`config.mk`:
```
export PLATFORM = sky130hd
export DESIGN_NAME = rx_char_queue
export DESIGN_NICKNAME = d
export VERILOG_FILES = /design/src/rtl/rxq_pkg.sv /design/src/rtl/rxq_ctrl.sv /design/src/rtl/rxq_store.sv /design/src/rtl/rxq_flags.sv /design/src/rtl/rx_char_queue.sv
export SDC_FILE = /design/constraint.sdc
export NUM_CORES = 1
export LEC_CHECK = 0
export BUFFER_PORTS_ARGS = -buffer_cell sky130_fd_sc_hd__buf_2
export CAP_MARGIN = 10
export CORE_AREA = 2 2 171 173
export CTS_BUF_LIST = sky130_fd_sc_hd__clkbuf_2 sky130_fd_sc_hd__clkbuf_4 sky130_fd_sc_hd__clkbuf_8
export DETAILED_ROUTE_END_ITERATION = 6
export DIE_AREA = 0 0 173 175
export PLACE_DENSITY = 0.5
export SYNTH_ARGS = -nofsm -noshare
export SYNTH_HDL_FRONTEND = slang
export SYNTH_SLANG_ARGS = --single-unit
```
`constraint.sdc`:
```
create_clock -name clk -period 4.4 [get_ports clk]
set_input_delay 0 -clock clk [delete_from_list [all_inputs] [get_ports clk]]
set_output_delay 0 -clock clk [all_outputs]
set_load 0.01 [all_outputs]
```
`src/rtl/rxq_pkg.sv`:
```
package rxq_pkg;

  typedef enum logic [1:0] {
    TRIG_ONE  = 2'b00,
    TRIG_FOUR = 2'b01,
    TRIG_EIGHT = 2'b10,
    TRIG_FOURTEEN = 2'b11
  } trig_sel_e;

  // Occupancy at which the trigger request fires
  function automatic int unsigned trig_bytes(trig_sel_e sel);
    case (sel)
      TRIG_ONE:   return 1;
      TRIG_FOUR:  return 4;
      TRIG_EIGHT: return 8;
      default:    return 14;
    endcase
  endfunction

  // Read-back image of the control byte
  function automatic logic [7:0] cfg_image(trig_sel_e sel, logic mode);
    return {sel, 2'b00, mode, 2'b00, 1'b1};
  endfunction

endpackage

```
`src/rtl/rxq_ctrl.sv`:
```
module rxq_ctrl
  import rxq_pkg::*;
(
  input  logic       clk,
  input  logic       rst_n,
  input  logic       ctl_we,
  input  logic [7:0] ctl_wdata,
  output trig_sel_e  trig_sel,
  output logic       mode,
  output logic       rx_clr,
  output logic       tx_clr,
  output logic [7:0] cfg_view
);

  trig_sel_e trig_q;
  logic      mode_q;
  logic      tx_clr_q;

  // Receive clear acts at the edge of the write itself
  assign rx_clr = ctl_we & ctl_wdata[1];

  always_ff @(posedge clk or negedge rst_n) begin
    if (!rst_n) begin
      trig_q   <= TRIG_ONE;
      mode_q   <= 1'b0;
      tx_clr_q <= 1'b0;
    end else begin
      tx_clr_q <= ctl_we & ctl_wdata[2];
      if (ctl_we) begin
        trig_q <= trig_sel_e'(ctl_wdata[7:6]);
        mode_q <= ctl_wdata[3];
      end
    end
  end

  assign trig_sel = trig_q;
  assign mode     = mode_q;
  assign tx_clr   = tx_clr_q;
  assign cfg_view = cfg_image(trig_q, mode_q);

endmodule

```
`src/rtl/rxq_store.sv`:
```
module rxq_store #(
  parameter int DEPTH = 16,
  parameter int W     = 11,
  localparam int AW   = $clog2(DEPTH),
  localparam int CW   = $clog2(DEPTH + 1)
) (
  input  logic          clk,
  input  logic          rst_n,
  input  logic          clr,
  input  logic          wr_en,
  input  logic [W-1:0]  wr_word,
  input  logic          rd_en,
  output logic [W-1:0]  rd_word,
  output logic [CW-1:0] count,
  output logic          overrun
);

  logic [W-1:0]  mem [DEPTH];
  logic [AW-1:0] wptr, rptr;
  logic [CW-1:0] cnt_q;
  logic [W-1:0]  rd_q;
  logic          ovr_q;
  logic          is_full, is_empty, rd_ok, wr_ok, wr_drop;

  function automatic logic [AW-1:0] bump(logic [AW-1:0] p);
    return (p == AW'(DEPTH - 1)) ? '0 : p + 1'b1;
  endfunction

  assign is_full  = (cnt_q == CW'(DEPTH));
  assign is_empty = (cnt_q == '0);
  assign rd_ok    = rd_en & ~is_empty & ~clr;
  assign wr_ok    = wr_en & ~clr & (~is_full | rd_ok);
  assign wr_drop  = wr_en & ~clr & ~wr_ok;

  always_ff @(posedge clk) begin
    if (wr_ok) mem[wptr] <= wr_word;
  end

  always_ff @(posedge clk or negedge rst_n) begin
    if (!rst_n) begin
      wptr  <= '0;
      rptr  <= '0;
      cnt_q <= '0;
      rd_q  <= '0;
      ovr_q <= 1'b0;
    end else if (clr) begin
      wptr  <= '0;
      rptr  <= '0;
      cnt_q <= '0;
      ovr_q <= 1'b0;
    end else begin
      if (wr_ok) wptr <= bump(wptr);
      if (rd_ok) begin
        rptr <= bump(rptr);
        rd_q <= mem[rptr];
      end
      cnt_q <= cnt_q + CW'(wr_ok) - CW'(rd_ok);
      if (wr_drop) ovr_q <= 1'b1;
    end
  end

  assign rd_word = rd_q;
  assign count   = cnt_q;
  assign overrun = ovr_q;

endmodule

```
`src/rtl/rxq_flags.sv`:
```
module rxq_flags
  import rxq_pkg::*;
#(
  parameter int CW = 5
) (
  input  logic          clk,
  input  logic          rst_n,
  input  logic [CW-1:0] count,
  input  trig_sel_e     trig_sel,
  input  logic          mode,
  input  logic          tx_empty,
  input  logic          tx_full,
  output logic          trig_irq,
  output logic          data_avail,
  output logic          rx_rdy,
  output logic          tx_rdy
);

  logic [CW-1:0] thr;
  logic          at_thr, burst_now, burst_q;

  assign thr        = CW'(trig_bytes(trig_sel));
  assign at_thr     = (count >= thr);
  assign data_avail = (count != '0);
  // Multi-transfer ready: set at threshold, held until empty
  assign burst_now  = at_thr | (burst_q & data_avail);

  always_ff @(posedge clk or negedge rst_n) begin
    if (!rst_n) burst_q <= 1'b0;
    else        burst_q <= burst_now;
  end

  assign trig_irq = at_thr;
  assign rx_rdy   = mode ? burst_now : data_avail;
  assign tx_rdy   = mode ? ~tx_full : tx_empty;

endmodule

```
`src/rtl/rx_char_queue.sv`:
```
module rx_char_queue
  import rxq_pkg::*;
#(
  parameter int DEPTH = 16,
  parameter int DW    = 8,
  parameter int EW    = 3,
  localparam int CW   = $clog2(DEPTH + 1)
) (
  input  logic          clk,
  input  logic          rst_n,
  input  logic          ctl_we,
  input  logic [7:0]    ctl_wdata,
  output logic [7:0]    cfg_view,
  input  logic          wr_en,
  input  logic [DW-1:0] wr_char,
  input  logic [EW-1:0] wr_err,
  input  logic          rd_en,
  output logic [DW-1:0] rd_char,
  output logic [EW-1:0] rd_err,
  output logic [CW-1:0] level,
  output logic          data_avail,
  output logic          trig_irq,
  output logic          overrun,
  output logic          rx_rdy,
  input  logic          tx_empty,
  input  logic          tx_full,
  output logic          tx_rdy,
  output logic          tx_clr
);

  trig_sel_e     trig_sel;
  logic          rx_mode;
  logic          rx_clr_evt;
  logic [CW-1:0] count;

  rxq_ctrl u_ctrl (
    .clk(clk), .rst_n(rst_n), .ctl_we(ctl_we), .ctl_wdata(ctl_wdata),
    .trig_sel(trig_sel), .mode(rx_mode), .rx_clr(rx_clr_evt),
    .tx_clr(tx_clr), .cfg_view(cfg_view)
  );

  rxq_store #(.DEPTH(DEPTH), .W(DW + EW)) u_store (
    .clk(clk), .rst_n(rst_n), .clr(rx_clr_evt), .wr_en(wr_en),
    .wr_word({wr_err, wr_char}), .rd_en(rd_en),
    .rd_word({rd_err, rd_char}), .count(count), .overrun(overrun)
  );

  rxq_flags #(.CW(CW)) u_flags (
    .clk(clk), .rst_n(rst_n), .count(count), .trig_sel(trig_sel),
    .mode(rx_mode), .tx_empty(tx_empty), .tx_full(tx_full),
    .trig_irq(trig_irq), .data_avail(data_avail), .rx_rdy(rx_rdy),
    .tx_rdy(tx_rdy)
  );

  assign level = count;

endmodule

```
# Word-level counts from Yosys, hierarchy flattened
# Memory sizes are Yosys's and may differ from the RTL's. A register that Yosys moved wholly into a read port is not among the register bits.
# Index checks and enable logic that the tools add are counted.
dict set report totals {
  n_memories 1
  latch_bits 0
  in_bits 26
  out_inout_bits 30
  rom_bits 0
  reg_bits 19
  wordCells 56
  ram_bits 176
}
# name depth word_bits read_ports rd_clocked_by_memory_dff write_ports line
set memory_table {}
lappend memory_table {u_store.mem 16 11 1 1 1 rxq_store.sv:18} ;# logic [W-1:0] mem [DEPTH];
dict set report op_classes {
  mux 14
  n_lt_le_gt_ge 1
  addsub 4
  n_mul 0
  n_reduce_logical 8
  eq_ne 5
  n_div 0
  n_shift 0
  bitwise_logic 15
}
# op count
set op_table {}
lappend op_table {{2-to-1 mux 4 bit} 6}
lappend op_table {{one-hot mux 4 bit (3 select lines)} 1}
lappend op_table {{adder 4 x 1 -> 4 bit (second input constant)} 2}
lappend op_table {{AND 1 bit} 8}
lappend op_table {{== test 4 bit (second input constant)} 2}
lappend op_table {{2-to-1 mux 1 bit} 6}
lappend op_table {{nonzero test 2 bit} 3}
lappend op_table {{adder 5 x 1 -> 5 bit} 1}
lappend op_table {{== test 5 bit (second input constant)} 1}
lappend op_table {{>= comparator 5 x 4 -> 1 bit} 1}
lappend op_table {{logical NOT 5 bit} 1}
lappend op_table {{2-to-1 mux 5 bit} 1}
lappend op_table {{inverter 1 bit} 5}
lappend op_table {{nonzero test 5 bit} 1}
lappend op_table {{subtractor 5 x 1 -> 5 bit} 1}
lappend op_table {{== test 2 x 1 -> 1 bit (second input constant)} 1}
lappend op_table {{== test 2 bit (second input constant)} 1}
lappend op_table {{logical NOT 2 bit} 1}
lappend op_table {{bitwise OR 1 bit} 2}
lappend op_table {{AND reduction 2 bit} 1}
lappend op_table {{logical NOT 1 bit} 1}

# Longest topological paths before layout
dict set report logic_depth {
  depth_word 10
  depth_mapped 17
  depth_no_buf 15
}

# Modules after synthesis
# A second synthesis with hierarchy kept.
dict set report hier_totals {
  hier_cells 450
  area_unflattened_um2 8449.4
}
# module instances area_each_um2 cells_per_inst seq_area_each_um2
set modules_own_cells {}
lappend modules_own_cells {rxq_store 1 8045.2 408 5910.7}
lappend modules_own_cells {rxq_ctrl 1 216.5 19 100.1}
lappend modules_own_cells {rxq_flags 1 187.7 23 25.0}

# Worst setup path before layout
# No wires, ideal clock.
dict set report synth_path {
  kind {reg2reg}
  startpoint {register u_store.cnt_q[3] (netlist: u_store.count[3])}
  endpoint {register u_store.cnt_q[4] (netlist: u_store.count[4])}
  setup_slack_ps 1420
  setup_ps 78
  t_arrival_ps 2901
  path_buffers 2
  period_less_slack_ps 2980
  path_stages_with_launch 18
  path_cell_list {dfrtp_1 inv_1 ha_1 or4b_1 buf_6 nand2_4 nor2_4 buf_6 ha_1 inv_1 ha_1 inv_1 fa_1 inv_1 a21oi_1 nor2_1 or3_1 a21oi_1}
}
dict set report synth_via {
  elab_chain_cells 9
  word_cells_on_any_way 11
  cone_classes {add/sub (2); eq/ne (1); mux (1); bitwise (6); reduce/logical (1)}
}
# item line
set synth_rtl {}
lappend synth_rtl {{start, declared} rxq_store.sv:20} ;# logic [CW-1:0] cnt_q;
lappend synth_rtl {{start signal, assigned} rxq_store.sv:57} ;# cnt_q <= cnt_q + CW'(wr_ok) - CW'(rd_ok);
lappend synth_rtl {{logical NOT 5 bit} rxq_store.sv:30} ;# assign is_empty = (cnt_q == '0);
lappend synth_rtl {{inverter 1 bit} rxq_store.sv:31} ;# assign rd_ok = rd_en & ~is_empty & ~clr;
lappend synth_rtl {{AND 1 bit (2 in a row)} rxq_store.sv:31}
lappend synth_rtl {{bitwise OR 1 bit} rxq_store.sv:32} ;# assign wr_ok = wr_en & ~clr & (~is_full | rd_ok);
lappend synth_rtl {{AND 1 bit} rxq_store.sv:32}
lappend synth_rtl {{adder 5 x 1 -> 5 bit} rxq_store.sv:57}
lappend synth_rtl {{subtractor 5 x 1 -> 5 bit (*)} rxq_store.sv:57}
lappend synth_rtl {{2-to-1 mux 5 bit (*)} rxq_store.sv:46} ;# end else if (clr) begin
# Every way passes the cells marked *; elsewhere a longest branch is shown, timed or not.
# A chain may end at the register's enable or synchronous reset.

# Worst setup path in the final report
dict set report layout_path {
  startpoint {register u_store.cnt_q[2] (netlist: u_store.count[2])}
  endpoint {register u_store.cnt_q[4] (netlist: u_store.count[4])}
}
# Same word-level chain as after synthesis.

==> metrics.csv <==
metric,value,unit
status,finished clean,
fillers,2730,
initial core utilization,29.5,%
hold crit path type,input pin to asynchronous set/reset pin,
"Req. time, crit path",4.83,ns
clk slew on worst S/H paths,0.06,ns
Syn. warnings,0,
routed vias/inst,4.55,
number of port buffers,47,
# diodes,0,
RSZ-0062 raised after global routing,false,
final core occ,34.8,%
Mapped Avg Cell Area,16.8,um^2
1st-pass router iterations,4,
antenna-violating nets left,0,
Fin Hold WS,0.150,ns
Root Driver,clkbuf_8,
PD cells,546,nW/um^2
Pleak,3.40,nW
Worst R2R Path Depth,15,
top fanout value on the critical path,23,
"EDFF count, synth",176,
design area,9880,um^2
core area,28400,um^2
worst slew pin tran,1.19,ns
highest clock rate,305,MHz
hpwl dp,11.1,mm
Finish-stage setup viols,0,
Max-Slew Margin vs Limit,20.5,%
post-route minimum period,3.28,ns
die footprint,30300,um^2
dpl ws,1.10,ns
synthesized area,8370,um^2
list of most frequent post-synthesis cells,"edfxtp_1 (176), mux2i_1 (46), nor2_1 (34)",
post-route setup TNS,0,ns
period utilization,74.6,%
CTS Buffer Depth,3,
"Slew Viols, Final",0,
Final nets,628,
DR WL/cell,17.6,um
Worst R2R Start,u_store.count[2],
register area,6040,um^2
Placer Congestion,0.762,
htree depth,2,
vias in the first global route,4727,
"Async S/R FF share, synth",14.6,%
"flops & latches, synth",206,
worst path arrival time,3.71,ns
placed inst area,8970,um^2
initial DRC count,239,
vias,4515,
pin count of the biggest net entering global routing,70,
Yosys cell types,45,
cells after synthesis,498,
area occupied by multi-input gates,2110,um^2
post-synth top area cell,edfxtp_1,
first-pass GRT wire length,26.6,mm
total track usage,11.5,%
initial antenna violation count,0,
share of Yosys cell area claimed by the top area cell type,63.1,%
Worst Slack Setup Final,1.12,ns
Reg-to-Reg End,u_store.count[4],
Fin. Hold Viols,0,
I/O pin cnt,56,
Post-Route WL,17.5,mm
r2r setup slk,1.12,ns
die width,173,um
overflow left after global routing,0,
CTS Sinks,206,
Area Growth Syn to Fin,18.0,%
critical path class,register to register,
number of max-cap violations,0,
Synth Flop Type,edfxtp_1,
layout cell share with drive strength beyond 1,23.0,%
"Seq/Total Area, Yosys",72.1,%
TritonCTS clock tree,yes,
CP Launch Type,register,
Max VDD drop,0.000257,V
Residual DRC,0,
Clock Latency Late Sink,0.51,ns
row count,62,
total CTS buffers,36,
Setup crit end kind,register,
top post-synthesis cells by area,"edfxtp_1 (63%), dfrtp_1 (9.0%), mux4_2 (5.6%), mux2i_1 (5.5%), ha_1 (2.2%)",
"count leader, synth",edfxtp_1,
skew final,0.0106,ns
Die Y,175,um
==> repair_timing <==
item                                    in CTS  in global routing
endpoints found under the hold margin      218                  0
gates resized for setup                      0                  0
setup buffers                                0                  0
endpoints found under the setup margin       0                  0
hold buffers                                25                  0
==> flip-flops by register name (all words and copies together), names as in the netlist <==
register / cells
u_store.wptr: 4
u_ctrl.trig_sel: 2
u_flags.burst_q: 1
u_store.overrun: 1
u_store.rptr: 4
u_ctrl.mode: 1
u_store.rd_word: 11
u_store.mem: 176
u_ctrl.tx_clr: 1
u_store.count: 5
==> layout by cell type (no fill, tap or decap), types with 21 or more instances in the layout <==
master         synthesis  layout
dfrtp_1               30      29
clkbuf_8               0      37
nor2_1                34      34
dlygate4sd3_1          0      25
o22ai_1               22      22
mux4_2                21      21
mux2i_1               46      46
buf_2                 10      47
edfxtp_1             176     176
nand2_1               24      24
==> power breakdown <==
part	switching [mW]	internal (mW)	leakage, nW	total [mW]
Clock	0.722	0.888	0.350	1.61
Combinational	0.599	0.617	1.10	1.22
Sequential	0.275	2.29	1.95	2.57
Total	1.60	3.80	3.40	5.39
==> cells by family after synthesis <==
family          share of synthesized area, %
other cells                           0.0897
buf+inv                                 3.02
simple gates                            4.80
compound gates                          5.40
fa+ha+maj                               2.48
flops                                   72.1
mux                                     11.6
xor+xnor                               0.523
==> per-layer routing <==
layer	routed length [um]	GRT usage, %
met4	343	3.92
met2	8720	19.5
met3	761	2.63
met5	0	0
met1	7690	14.4
==> how the worst max path moves through the flow <==
stage                            end             start  depth (start not counted)
floorplan           u_store.count[4]  u_store.count[3]                         17
global placement    u_store.count[4]  u_store.count[2]                         15
detailed placement  u_store.count[4]  u_store.count[2]                         15
CTS                 u_store.count[4]  u_store.count[2]                         15
global route        u_store.count[4]  u_store.count[3]                         15
finish              u_store.count[4]  u_store.count[2]                         15
==> per-stage QoR <==
step | total power, mW | instances
6_report | 5.39 | 993
5_1_grt | 5.70 | 993
3_5_place_dp | 3.84 | 907
3_3_place_gp | 3.81 | 907
4_1_cts | 5.50 | 993
2_1_floorplan | 3.45 | 501
==> worst max-delay path: stages (launching register included) <==
cell     delay (ns)
dfrtp_1        0.41
inv_1          0.10
ha_1           0.16
or4b_1         0.62
nand2_4        0.18
nor2_4         0.13
ha_1           0.35
inv_1          0.04
ha_1           0.20
inv_1          0.07
fa_1           0.19
inv_1          0.05
a21oi_1        0.15
nor2_1         0.07
or3_1          0.34
a21oi_1        0.14
==> layout make-up <==
type	instances	share of cell area [%]
Clock inverter	11	0.545
Timing Repair Buffer	78	5.37
Sequential cell	206	61.1
Clock buffer	50	6.14
Tap cell	384	4.86
Inverter	14	0.532
Multi-Input combinational cell	250	21.4
No activity file was read; power rests on OpenSTA's default activity.
